**config.mk**
```make
export PLATFORM = sky130hd
export DESIGN_NAME = fiber_sparse_encoder
export DESIGN_NICKNAME = d
export VERILOG_FILES = /design/src/rtl/sfe_pkg.sv /design/src/rtl/sfe_elem_track.sv /design/src/rtl/sfe_coord_emit.sv /design/src/rtl/sfe_run_emit.sv /design/src/rtl/sfe_dense_meta.sv /design/src/rtl/fiber_sparse_encoder.sv
export SDC_FILE = /design/constraint.sdc
export NUM_CORES = 1
export LEC_CHECK = 0
export ABC_AREA = 0
export BUFFER_PORTS_ARGS = -buffer_cell sky130_fd_sc_hd__buf_2
export CORE_ASPECT_RATIO = 1.75
export CORE_MARGIN = 2
export CORE_UTILIZATION = 47
export CTS_CLUSTER_SIZE = 28
export DETAILED_ROUTE_END_ITERATION = 16
export PLACE_DENSITY = 0.71
export SLEW_MARGIN = 10
export SYNTH_ARGS = -nofsm -noshare
export SYNTH_HDL_FRONTEND = slang
export SYNTH_SLANG_ARGS = --single-unit
export TNS_END_PERCENT = 5
```
**constraint.sdc**
```tcl
create_clock -name clk -period 5.8 [get_ports clk]
set_input_delay 1.16 -clock clk [delete_from_list [all_inputs] [get_ports clk]]
set_output_delay 1.16 -clock clk [all_outputs]
set_load 0.02 [all_outputs]
```
**src/rtl/sfe_pkg.sv**
```systemverilog
package sfe_pkg;
  // largest value held by a run counter of the given width
  function automatic int unsigned run_limit(input int unsigned width);
    return (32'd1 << width) - 32'd1;
  endfunction
endpackage

```
**src/rtl/sfe_elem_track.sv**
```systemverilog
module sfe_elem_track #(
  parameter int N      = 6,
  parameter int DATA_W = 8,
  localparam int CRD_W = $clog2(N)
) (
  input  logic              clk,
  input  logic              rst_ni,
  input  logic              in_valid,
  input  logic [DATA_W-1:0] in_data,
  input  logic              in_first,
  input  logic              in_last,
  output logic              acc,
  output logic              acc_first,
  output logic              acc_last,
  output logic              acc_nz,
  output logic [CRD_W-1:0]  acc_pos,
  output logic [DATA_W-1:0] acc_data
);
  logic [CRD_W-1:0] pos_q, pos_d;

  always_comb begin
    acc       = in_valid;
    acc_first = in_first;
    acc_last  = in_last;
    acc_data  = in_data;
    acc_nz    = (in_data != '0);
    acc_pos   = in_first ? '0 : pos_q;
    pos_d     = pos_q;
    if (acc) pos_d = acc_pos + CRD_W'(1);
  end

  always_ff @(posedge clk or negedge rst_ni) begin
    if (!rst_ni)  pos_q <= '0;
    else if (acc) pos_q <= pos_d;
  end
endmodule

```
**src/rtl/sfe_coord_emit.sv**
```systemverilog
module sfe_coord_emit #(
  parameter int N      = 6,
  parameter int DATA_W = 8,
  localparam int CRD_W = $clog2(N)
) (
  input  logic              clk,
  input  logic              rst_ni,
  input  logic              acc,
  input  logic              acc_nz,
  input  logic [CRD_W-1:0]  acc_pos,
  input  logic [DATA_W-1:0] acc_data,
  output logic              cp_valid,
  output logic [CRD_W-1:0]  cp_coord,
  output logic [DATA_W-1:0] cp_data
);
  logic              vld_d;
  logic              load_en;

  always_comb begin
    vld_d   = acc & acc_nz;
    load_en = vld_d;
  end

  always_ff @(posedge clk or negedge rst_ni) begin
    if (!rst_ni) cp_valid <= 1'b0;
    else         cp_valid <= vld_d;
  end

  always_ff @(posedge clk or negedge rst_ni) begin
    if (!rst_ni) begin
      cp_coord <= '0;
      cp_data  <= '0;
    end else if (load_en) begin
      cp_coord <= acc_pos;
      cp_data  <= acc_data;
    end
  end
endmodule

```
**src/rtl/sfe_run_emit.sv**
```systemverilog
module sfe_run_emit #(
  parameter int DATA_W = 8,
  parameter int RUN_W  = 2,
  localparam logic [RUN_W-1:0] RUN_MAX = RUN_W'(sfe_pkg::run_limit(RUN_W))
) (
  input  logic              clk,
  input  logic              rst_ni,
  input  logic              acc,
  input  logic              acc_first,
  input  logic              acc_nz,
  input  logic [DATA_W-1:0] acc_data,
  output logic              rl_valid,
  output logic [RUN_W-1:0]  rl_run,
  output logic [DATA_W-1:0] rl_data
);
  logic [RUN_W-1:0]  run_q, run_d, run_base;
  logic              emit;
  logic [RUN_W-1:0]  run_out;
  logic [DATA_W-1:0] data_out;

  always_comb begin
    run_base = acc_first ? '0 : run_q;
    run_d    = run_q;
    emit     = 1'b0;
    run_out  = run_base;
    data_out = acc_data;
    if (acc) begin
      if (acc_nz) begin
        emit  = 1'b1;
        run_d = '0;
      end else if (run_base == RUN_MAX) begin
        emit     = 1'b1;
        run_out  = RUN_MAX;
        data_out = '0;
        run_d    = '0;
      end else begin
        run_d = run_base + RUN_W'(1);
      end
    end
  end

  always_ff @(posedge clk or negedge rst_ni) begin
    if (!rst_ni)  run_q <= '0;
    else if (acc) run_q <= run_d;
  end

  always_ff @(posedge clk or negedge rst_ni) begin
    if (!rst_ni) rl_valid <= 1'b0;
    else         rl_valid <= emit;
  end

  always_ff @(posedge clk or negedge rst_ni) begin
    if (!rst_ni) begin
      rl_run  <= '0;
      rl_data <= '0;
    end else if (emit) begin
      rl_run  <= run_out;
      rl_data <= data_out;
    end
  end
endmodule

```
**src/rtl/sfe_dense_meta.sv**
```systemverilog
module sfe_dense_meta #(
  parameter int N      = 6,
  localparam int CRD_W = $clog2(N),
  localparam int OFS_W = $clog2(N + 1)
) (
  input  logic                   clk,
  input  logic                   rst_ni,
  input  logic                   acc,
  input  logic                   acc_first,
  input  logic                   acc_last,
  input  logic                   acc_nz,
  input  logic [CRD_W-1:0]       acc_pos,
  output logic                   done,
  output logic [N-1:0]           bm_bits,
  output logic [(N+1)*OFS_W-1:0] offs_flat
);
  logic [OFS_W-1:0] cnt_q, cnt_d, cnt_base;
  logic [OFS_W-1:0] pos_w;
  logic [N-1:0]     bm_d;

  always_comb begin
    pos_w    = OFS_W'(acc_pos);
    cnt_base = acc_first ? '0 : cnt_q;
    cnt_d    = cnt_base + OFS_W'(acc_nz);
    bm_d     = acc_first ? '0 : bm_bits;
    for (int p = 0; p < N; p++) begin
      if (acc_nz && (pos_w == OFS_W'(p))) bm_d[N-1-p] = 1'b1;
    end
  end

  always_ff @(posedge clk or negedge rst_ni) begin
    if (!rst_ni) begin
      cnt_q   <= '0;
      bm_bits <= '0;
    end else if (acc) begin
      cnt_q   <= cnt_d;
      bm_bits <= bm_d;
    end
  end

  always_ff @(posedge clk or negedge rst_ni) begin
    if (!rst_ni) done <= 1'b0;
    else         done <= acc & acc_last;
  end

  // one count register per field of the array
  for (genvar i = 0; i <= N; i++) begin : g_ofs
    logic [OFS_W-1:0] fld_q, fld_d;
    always_comb begin
      fld_d = acc_first ? '0 : fld_q;
      if (pos_w == OFS_W'(i))                      fld_d = cnt_base;
      if (acc_last && (pos_w + OFS_W'(1) == OFS_W'(i))) fld_d = cnt_d;
    end
    always_ff @(posedge clk or negedge rst_ni) begin
      if (!rst_ni)  fld_q <= '0;
      else if (acc) fld_q <= fld_d;
    end
    assign offs_flat[i*OFS_W +: OFS_W] = fld_q;
  end
endmodule

```
**src/rtl/fiber_sparse_encoder.sv**
```systemverilog
module fiber_sparse_encoder #(
  parameter int N      = 6,
  parameter int DATA_W = 8,
  parameter int RUN_W  = 2,
  localparam int CRD_W = $clog2(N),
  localparam int OFS_W = $clog2(N + 1)
) (
  input  logic                   clk,
  input  logic                   rst_n,
  input  logic                   in_valid,
  output logic                   in_ready,
  input  logic [DATA_W-1:0]      in_data,
  input  logic                   in_first,
  input  logic                   in_last,
  output logic                   cp_valid,
  output logic [CRD_W-1:0]       cp_coord,
  output logic [DATA_W-1:0]      cp_data,
  output logic                   rl_valid,
  output logic [RUN_W-1:0]       rl_run,
  output logic [DATA_W-1:0]      rl_data,
  output logic                   done,
  output logic [N-1:0]           bm_bits,
  output logic [(N+1)*OFS_W-1:0] offs_flat
);
  logic [1:0]        rst_pipe;
  logic              rst_s;
  logic              acc, acc_first, acc_last, acc_nz;
  logic [CRD_W-1:0]  acc_pos;
  logic [DATA_W-1:0] acc_data;

  // asynchronous assertion, synchronous release
  always_ff @(posedge clk or negedge rst_n) begin
    if (!rst_n) rst_pipe <= 2'b00;
    else        rst_pipe <= {rst_pipe[0], 1'b1};
  end
  assign rst_s    = rst_pipe[1];
  assign in_ready = rst_s;

  sfe_elem_track #(.N(N), .DATA_W(DATA_W)) u_track (
    .clk(clk), .rst_ni(rst_s),
    .in_valid(in_valid & rst_s), .in_data(in_data),
    .in_first(in_first), .in_last(in_last),
    .acc(acc), .acc_first(acc_first), .acc_last(acc_last),
    .acc_nz(acc_nz), .acc_pos(acc_pos), .acc_data(acc_data)
  );

  sfe_coord_emit #(.N(N), .DATA_W(DATA_W)) u_coord (
    .clk(clk), .rst_ni(rst_s),
    .acc(acc), .acc_nz(acc_nz), .acc_pos(acc_pos), .acc_data(acc_data),
    .cp_valid(cp_valid), .cp_coord(cp_coord), .cp_data(cp_data)
  );

  sfe_run_emit #(.DATA_W(DATA_W), .RUN_W(RUN_W)) u_run (
    .clk(clk), .rst_ni(rst_s),
    .acc(acc), .acc_first(acc_first), .acc_nz(acc_nz), .acc_data(acc_data),
    .rl_valid(rl_valid), .rl_run(rl_run), .rl_data(rl_data)
  );

  sfe_dense_meta #(.N(N)) u_dense (
    .clk(clk), .rst_ni(rst_s),
    .acc(acc), .acc_first(acc_first), .acc_last(acc_last),
    .acc_nz(acc_nz), .acc_pos(acc_pos),
    .done(done), .bm_bits(bm_bits), .offs_flat(offs_flat)
  );
endmodule

```
==> results of run 1 <==
final timing paths:
path	from	endpoint	cells after the start
hold reg to reg	rst_pipe[0]$_DFF_PN0_	rst_pipe[1]$_DFF_PN0_	0
setup / recovery	in_data[5]	u_dense.g_ofs[0].fld_q[2]$_DFFE_PN0P_	8
min in group asynchronous	rst_pipe[1]$_DFF_PN0_	u_dense.g_ofs[3].fld_q[0]$_DFFE_PN0P_	1
setup reg to reg	u_track.pos_q[2]$_DFFE_PN0P_	u_dense.g_ofs[6].fld_q[0]$_DFFE_PN0P_	7
max in group asynchronous	rst_pipe[1]$_DFF_PN0_	u_dense.cnt_q[0]$_DFFE_PN0P_	1
hold / removal	rst_pipe[0]$_DFF_PN0_	rst_pipe[1]$_DFF_PN0_	0
sequential cells by signal, summed over array words and instances (netlist names):
register,flops
u_dense.g_ofs.fld_q,21
u_coord.cp_data,8
u_run.rl_data,8
u_dense.bm_bits,6
u_coord.cp_coord,3
u_dense.cnt_q,3
u_track.pos_q,3
rst_pipe,2
u_run.rl_run,2
u_run.run_q,2
u_coord.cp_valid,1
u_dense.done,1
u_run.rl_valid,1
cell type report:
type	instances	share of cell area
clock buffers	12	0.0450
clock inverters	4	0.0276
inverters	5	0.00544
multi-input cells	186	0.355
flip-flops and latches	61	0.443
well taps	78	0.0283
repair buffers	65	0.0951
Yosys cell counts (2+ instances only):
cell	number	area [um2]
a21oi_1	14	70.1
o21ai_0	16	80.1
o31ai_1	4	30.0
clkbuf_1	14	52.6
o22a_1	2	17.5
nand3b_1	4	30.0
ha_1	10	125
o21ai_2	2	17.5
a22oi_1	4	30.0
nand2_1	35	131
mux2_2	3	33.8
and3b_1	3	26.3
a31oi_1	4	25.0
nand3_1	4	20.0
mux2_4	2	30.0
and2_1	2	12.5
a32oi_1	4	35.0
nand2b_1	3	18.8
nor3_1	4	20.0
a22o_1	16	140
a32o_1	4	40.0
and3_1	6	37.5
nor2b_1	15	93.8
a2bb2oi_1	4	35.0
dfrtp_1	61	1530
nand4_1	2	12.5
inv_1	4	15.0
nor2_1	10	37.5
power by group through the flow:
stage / Sequential [uW] / Clock, uW / Combinational (uW)
finish: 512 / 471 / 245
global route: 518 / 505 / 269
CTS: 512 / 480 / 247
detailed placement: 518 / 0 / 248
floorplan: 577 / 0 / 104
global placement: 519 / 0 / 244
metal layers:
metal,wire length (um),share of wire,vias to the layer above,GRT usage
met5,0,0,-,0
met4,169,0.026,0,0.102
met3,400,0.061,18,0.0609
met2,3370,0.51,105,0.363
met1,2650,0.40,1126,0.252
li1,-,-,1094,-
cells by family (layout without fill, tap and decap cells):
kind of cell	Yosys count	in the layout	synth area share
and+or+nand+nor	93	93	0.171
AOI/OAI and AO/OA	76	76	0.189
DFF	61	61	0.538
buffers and inverters	21	86	0.0308
adders and majority gates	10	10	0.0441
muxes	5	5	0.0225
other	1	1	0.00132
xor gates and xnor gates	1	1	0.00309
metrics by stage:
step,area [um2],worst slack [ns],util,hold slack (ns),cells
floorplan,2840,2.34,-,0.331,268
global placement,3200,2.23,0.544,0.333,395
detailed placement,3200,2.17,0.544,0.342,395
CTS,3450,2.54,0.586,0.358,411
global route,3450,2.40,0.586,0.370,411
finish,3450,2.49,0.586,0.355,411
layout by cell type, fill, tap and decap left out, types with 6 or more instances in the layout:
master	Yosys	final
and3_1	6	6
buf_2	1	64
nor2b_1	15	15
dfrtp_1	61	60
o21ai_0	16	16
ha_1	10	10
nor2_1	10	10
nand2_1	35	35
a21oi_1	14	14
clkbuf_8	0	11
a22o_1	16	16
worst max-delay path, cell delays in order:
cell,delay (ns)
buf_2,0.11
or4_4,0.55
or2_4,0.29
ha_1,0.20
ha_1,0.19
xor2_1,0.55
o21ai_0,0.18
mux2_2,0.28
==> impl_metrics.tcl, run 1 <==
set metrics [dict create \
    status "finished, final reports clean" \
    final_layout_size_suffix_gt1_frac 0.270 \
    wl_um 6590 \
    period_minus_slack_ns 3.31 \
    cp.arrival_ns 3.53 \
    grt_pass1_wl_um 11000 \
    combPwrFrac 0.199 \
    grt_max_degree 63 \
    ys.flop_type "dfrtp_1" \
    ys_types 40 \
    switching_share 0.288 \
    cts_made_buffers 9 \
    worst_pin_slew_ns 1.07 \
    drt_first_pass_iters 4 \
    synth-edff-count 0 \
    insertion_delay_ns 0.34 \
    cts_tree "done" \
    seqPwrFrac 0.417 \
    syn_inst 268 \
    critical_path_class "primary input to flop" \
    initial_core_util 0.483 \
    setup_viol 0 \
    critPathLaunchType "primary input" \
    hold_viol 0 \
    port_buffers 64 \
    htreeDepth 3 \
    clock_path_buffers 2 \
    cp_max_fo 8 \
    end_kind "flop" \
    wire_per_inst_um 16.0 \
    fillers 547 \
    avgViaCountPerCell 5.70 \
    syn_area_per_cell_um2 10.6 \
    maxCapViolCount 0 \
    ir_drop_uv 191 \
    area_growth_pct 21.4 \
    netlist_area_um2 2840 \
    multi_input_area_um2 1220 \
    finalMaxSlewViolations 0 \
    ys_ff_latch 61 \
    p_per_area_nw_per_um2 356 \
    grt_pass1_vias 2219 \
    setup-tns-final_ns 0 \
    antenna_found_initial 0 \
    syn-num-nets 291 \
    rsz0062_at_grt "false" \
    worstPathRequired_ns 6.02 \
    clkTransAtPathRegs_ns 0.07 \
    fmax_mhz 302 \
    grt-ovfl-total 0 \
    die_area_um2 6700 \
    async_flop_share 1.00 \
    period_share 0.571 \
    yosysSeqAreaShare 0.538 \
    io_pins 65 \
    yosys_warnings 0 \
    nets 351 \
    design_power_total_uw 1230 \
    grt_use_total 0.215 \
    internal-power_uw 875 \
    hold_path.class "flop to flop" \
    die_y_um 107 \
    vias 2343 \
    regArea_um2 1530 \
    clkSinkCount 61 \
    diodes 0 \
    fp.coreArea_um2 5880 \
    clockPowerShare 0.384 \
    die_w_um 62.8 \
    drt_iter0_drc 106 \
    dp_hpwl_um 4470 \
    place_congestion 0.789 \
    core.rowCount 37 \
    finClkSkew_ns 0.00977 \
    regToRegSetupSlack_ns 3.00 \
    ant_nets 0 \
    switchingPower_uw 354 \
    slew_headroom 0.284 \
    p_leak_uw 0.00171 \
    drc 0 \
    cts-root-buf "clkbuf_8" \
    cts_resized 0 \
    ctsHoldBuffers 0 \
    post_cts_buffers 0 \
]
Note: power is estimated with default switching activity, not from simulation.
==> run 2, diff against run 1 <==
- clock period: 5.8 -> 3.25 ns (I/O delays scaled with it)
==> impl_metrics.tcl, run 2 (synthesis gave the netlist of run 1 again) <==
set metrics [dict create \
    ir_drop_uv 362 \
    drt_iter0_drc 110 \
    wl_um 6760 \
    fp.coreArea_um2 5880 \
    grtUsageMet1 0.254 \
    period_share 0.763 \
    dp.cells 405 \
    dp_hpwl_um 4820 \
    rsz0062_at_grt "false" \
    grt_pass1_wl_um 11300 \
    final_cell_count_no_fill 421 \
    slowest_stage "or4_4" \
    ctsHoldBuffers 0 \
    clkTransAtPathRegs_ns 0.07 \
    grt_use_total 0.221 \
    post_cts_buffers 0 \
    htreeDepth 3 \
    cp_cell_sequence "buf_2 > or4_4 > or2_4 > ha_1 > ha_1 > xor2_1 > buf_4 > o21ai_0 > mux2_2" \
    die_y_um 107 \
    p_leak_uw 0.00171 \
    drt_first_pass_iters 4 \
    critPathLaunchType "primary input" \
    grt-ovfl-total 0 \
    cpPeakStageDelay_ns 0.55 \
    io_pins 65 \
    core.rowCount 37 \
    ant_nets 0 \
    cts_resized 0 \
    wire_per_inst_um 16.1 \
    clkSinkCount 61 \
    grt_max_degree 62 \
    cpMostUsedCell "ha_1" \
    setup_viol 0 \
    cts_tree "done" \
    antenna_found_initial 0 \
    reg_top3 "u_dense.g_ofs.fld_q (21), u_coord.cp_data (8), u_run.rl_data (8)" \
    port_buffers 64 \
    largest_reg_flops 21 \
    diodes 0 \
    nets 361 \
    clock_path_buffers 2 \
    layout_commonest_cell "buf_2" \
    maxCapViolCount 0 \
    path_depth 9 \
    slew_headroom 0.513 \
    finalMaxSlewViolations 0 \
    vias 2348 \
    die_area_um2 6700 \
    use_met3 0.0451 \
    fmax_mhz 403 \
    r2r-start "u_track.pos_q[2]$_DFFE_PN0P_" \
    regToRegSetupSlack_ns 0.83 \
    final_layout_size_suffix_gt1_frac 0.294 \
    cts-root-buf "clkbuf_8" \
    worstPathRequired_ns 3.48 \
    period_minus_slack_ns 2.48 \
    worst_pin_slew_ns 0.731 \
    reg2reg_depth 7 \
    grt_pass1_vias 2333 \
    hold_path.class "primary input to asynchronous set/reset pin" \
    critical_path_class "primary input to flop" \
    cp_num_buf_inv 2 \
    drc 0 \
    area_growth_pct 21.8 \
    avgViaCountPerCell 5.58 \
    setup-tns-final_ns 0 \
    die_w_um 62.8 \
    p_per_area_nw_per_um2 575 \
    most-common-layout-cells "buf_2, dfrtp_1, nand2_1" \
    cp_max_fo 7 \
    initial_core_util 0.483 \
    hold_viol 0 \
    critical_path.top_delay_family "simple AND/OR/NAND/NOR gates" \
    insertion_delay_ns 0.34 \
    fillers 539 \
    timing.rr.end "u_dense.g_ofs[6].fld_q[0]$_DFFE_PN0P_" \
    finClkSkew_ns 0.0110 \
    final_util 0.588 \
    largest-register "u_dense.g_ofs.fld_q" \
    grt_use_met2 0.376 \
    cp.arrival_ns 2.71 \
    status "finished, final reports clean" \
    top_usage_layer "met2" \
    end_kind "flop" \
    cts_made_buffers 9 \
    place_congestion 0.837 \
]
==> run 2: cell count changes in the layout (fill, tap and decap cells not counted) <==
cell        change
buf_4          +10
clkinvlp_4      +4
bufinv_16       -3
clkbuf_1        -1
clkbuf_8        -1
clkinv_2        -1
clkinv_4        +1
inv_6           +1
==> run 2: layout make-up <==
type	count	area (um2)	share of cell area
multi-input combinational	186	1220	0.354
clock buffer	10	138	0.0398
inverter	5	18.8	0.00543
clock inverter	6	47.5	0.0138
tap	78	97.6	0.0282
timing repair buffer	75	403	0.117
sequential	61	1530	0.442
==> run 2: worst max-delay path by stage <==
stage | from | to | slack [ns]
floorplan | rst_pipe[1]$_DFF_PN0_ | u_dense.g_ofs[4].fld_q[2]$_DFFE_PN0P_ | 0.24
global placement | in_data[5] | u_dense.g_ofs[0].fld_q[2]$_DFFE_PN0P_ | 0.44
detailed placement | in_data[5] | u_dense.g_ofs[0].fld_q[2]$_DFFE_PN0P_ | 0.42
CTS | in_data[5] | u_dense.g_ofs[0].fld_q[2]$_DFFE_PN0P_ | 0.79
global route | in_data[0] | u_dense.g_ofs[4].fld_q[2]$_DFFE_PN0P_ | 0.67
finish | in_data[5] | u_dense.g_ofs[0].fld_q[2]$_DFFE_PN0P_ | 0.77
==> run 2: layer usage <==
layer	part of all wire	wire, um
met1	0.40	2670
met4	0.034	231
met5	0	0
met2	0.52	3530
met3	0.049	328
==> run 2: where the power goes <==
part	leakage [uW]	total, uW	internal [uW]	switching, uW
Sequential	0.000778	915	852	62.5
Clock	0.0000811	620	300	320
Combinational	0.000855	452	167	284
Total	0.00171	1990	1320	666
==> run 2: worst register-to-register path: stages, from the launching register on <==
cell and delay [ns]:
dfrtp_1 0.63, nor2b_1 0.38, clkinv_1 0.15, ha_1 0.36, nand3b_1 0.22, and4b_1 0.27, a32oi_1 0.19, a21oi_1 0.09
==> run 2: metrics by stage <==
step	hold slack, ns	instance area, um2	setup WS [ns]	total power [uW]
global route	0.0572	3460	0.665	2100
global placement	0.340	3270	0.443	1370
floorplan	0.331	2840	0.244	1220
CTS	0.0644	3460	0.790	2000
detailed placement	0.342	3270	0.418	1380
finish	0.0763	3460	0.770	1990
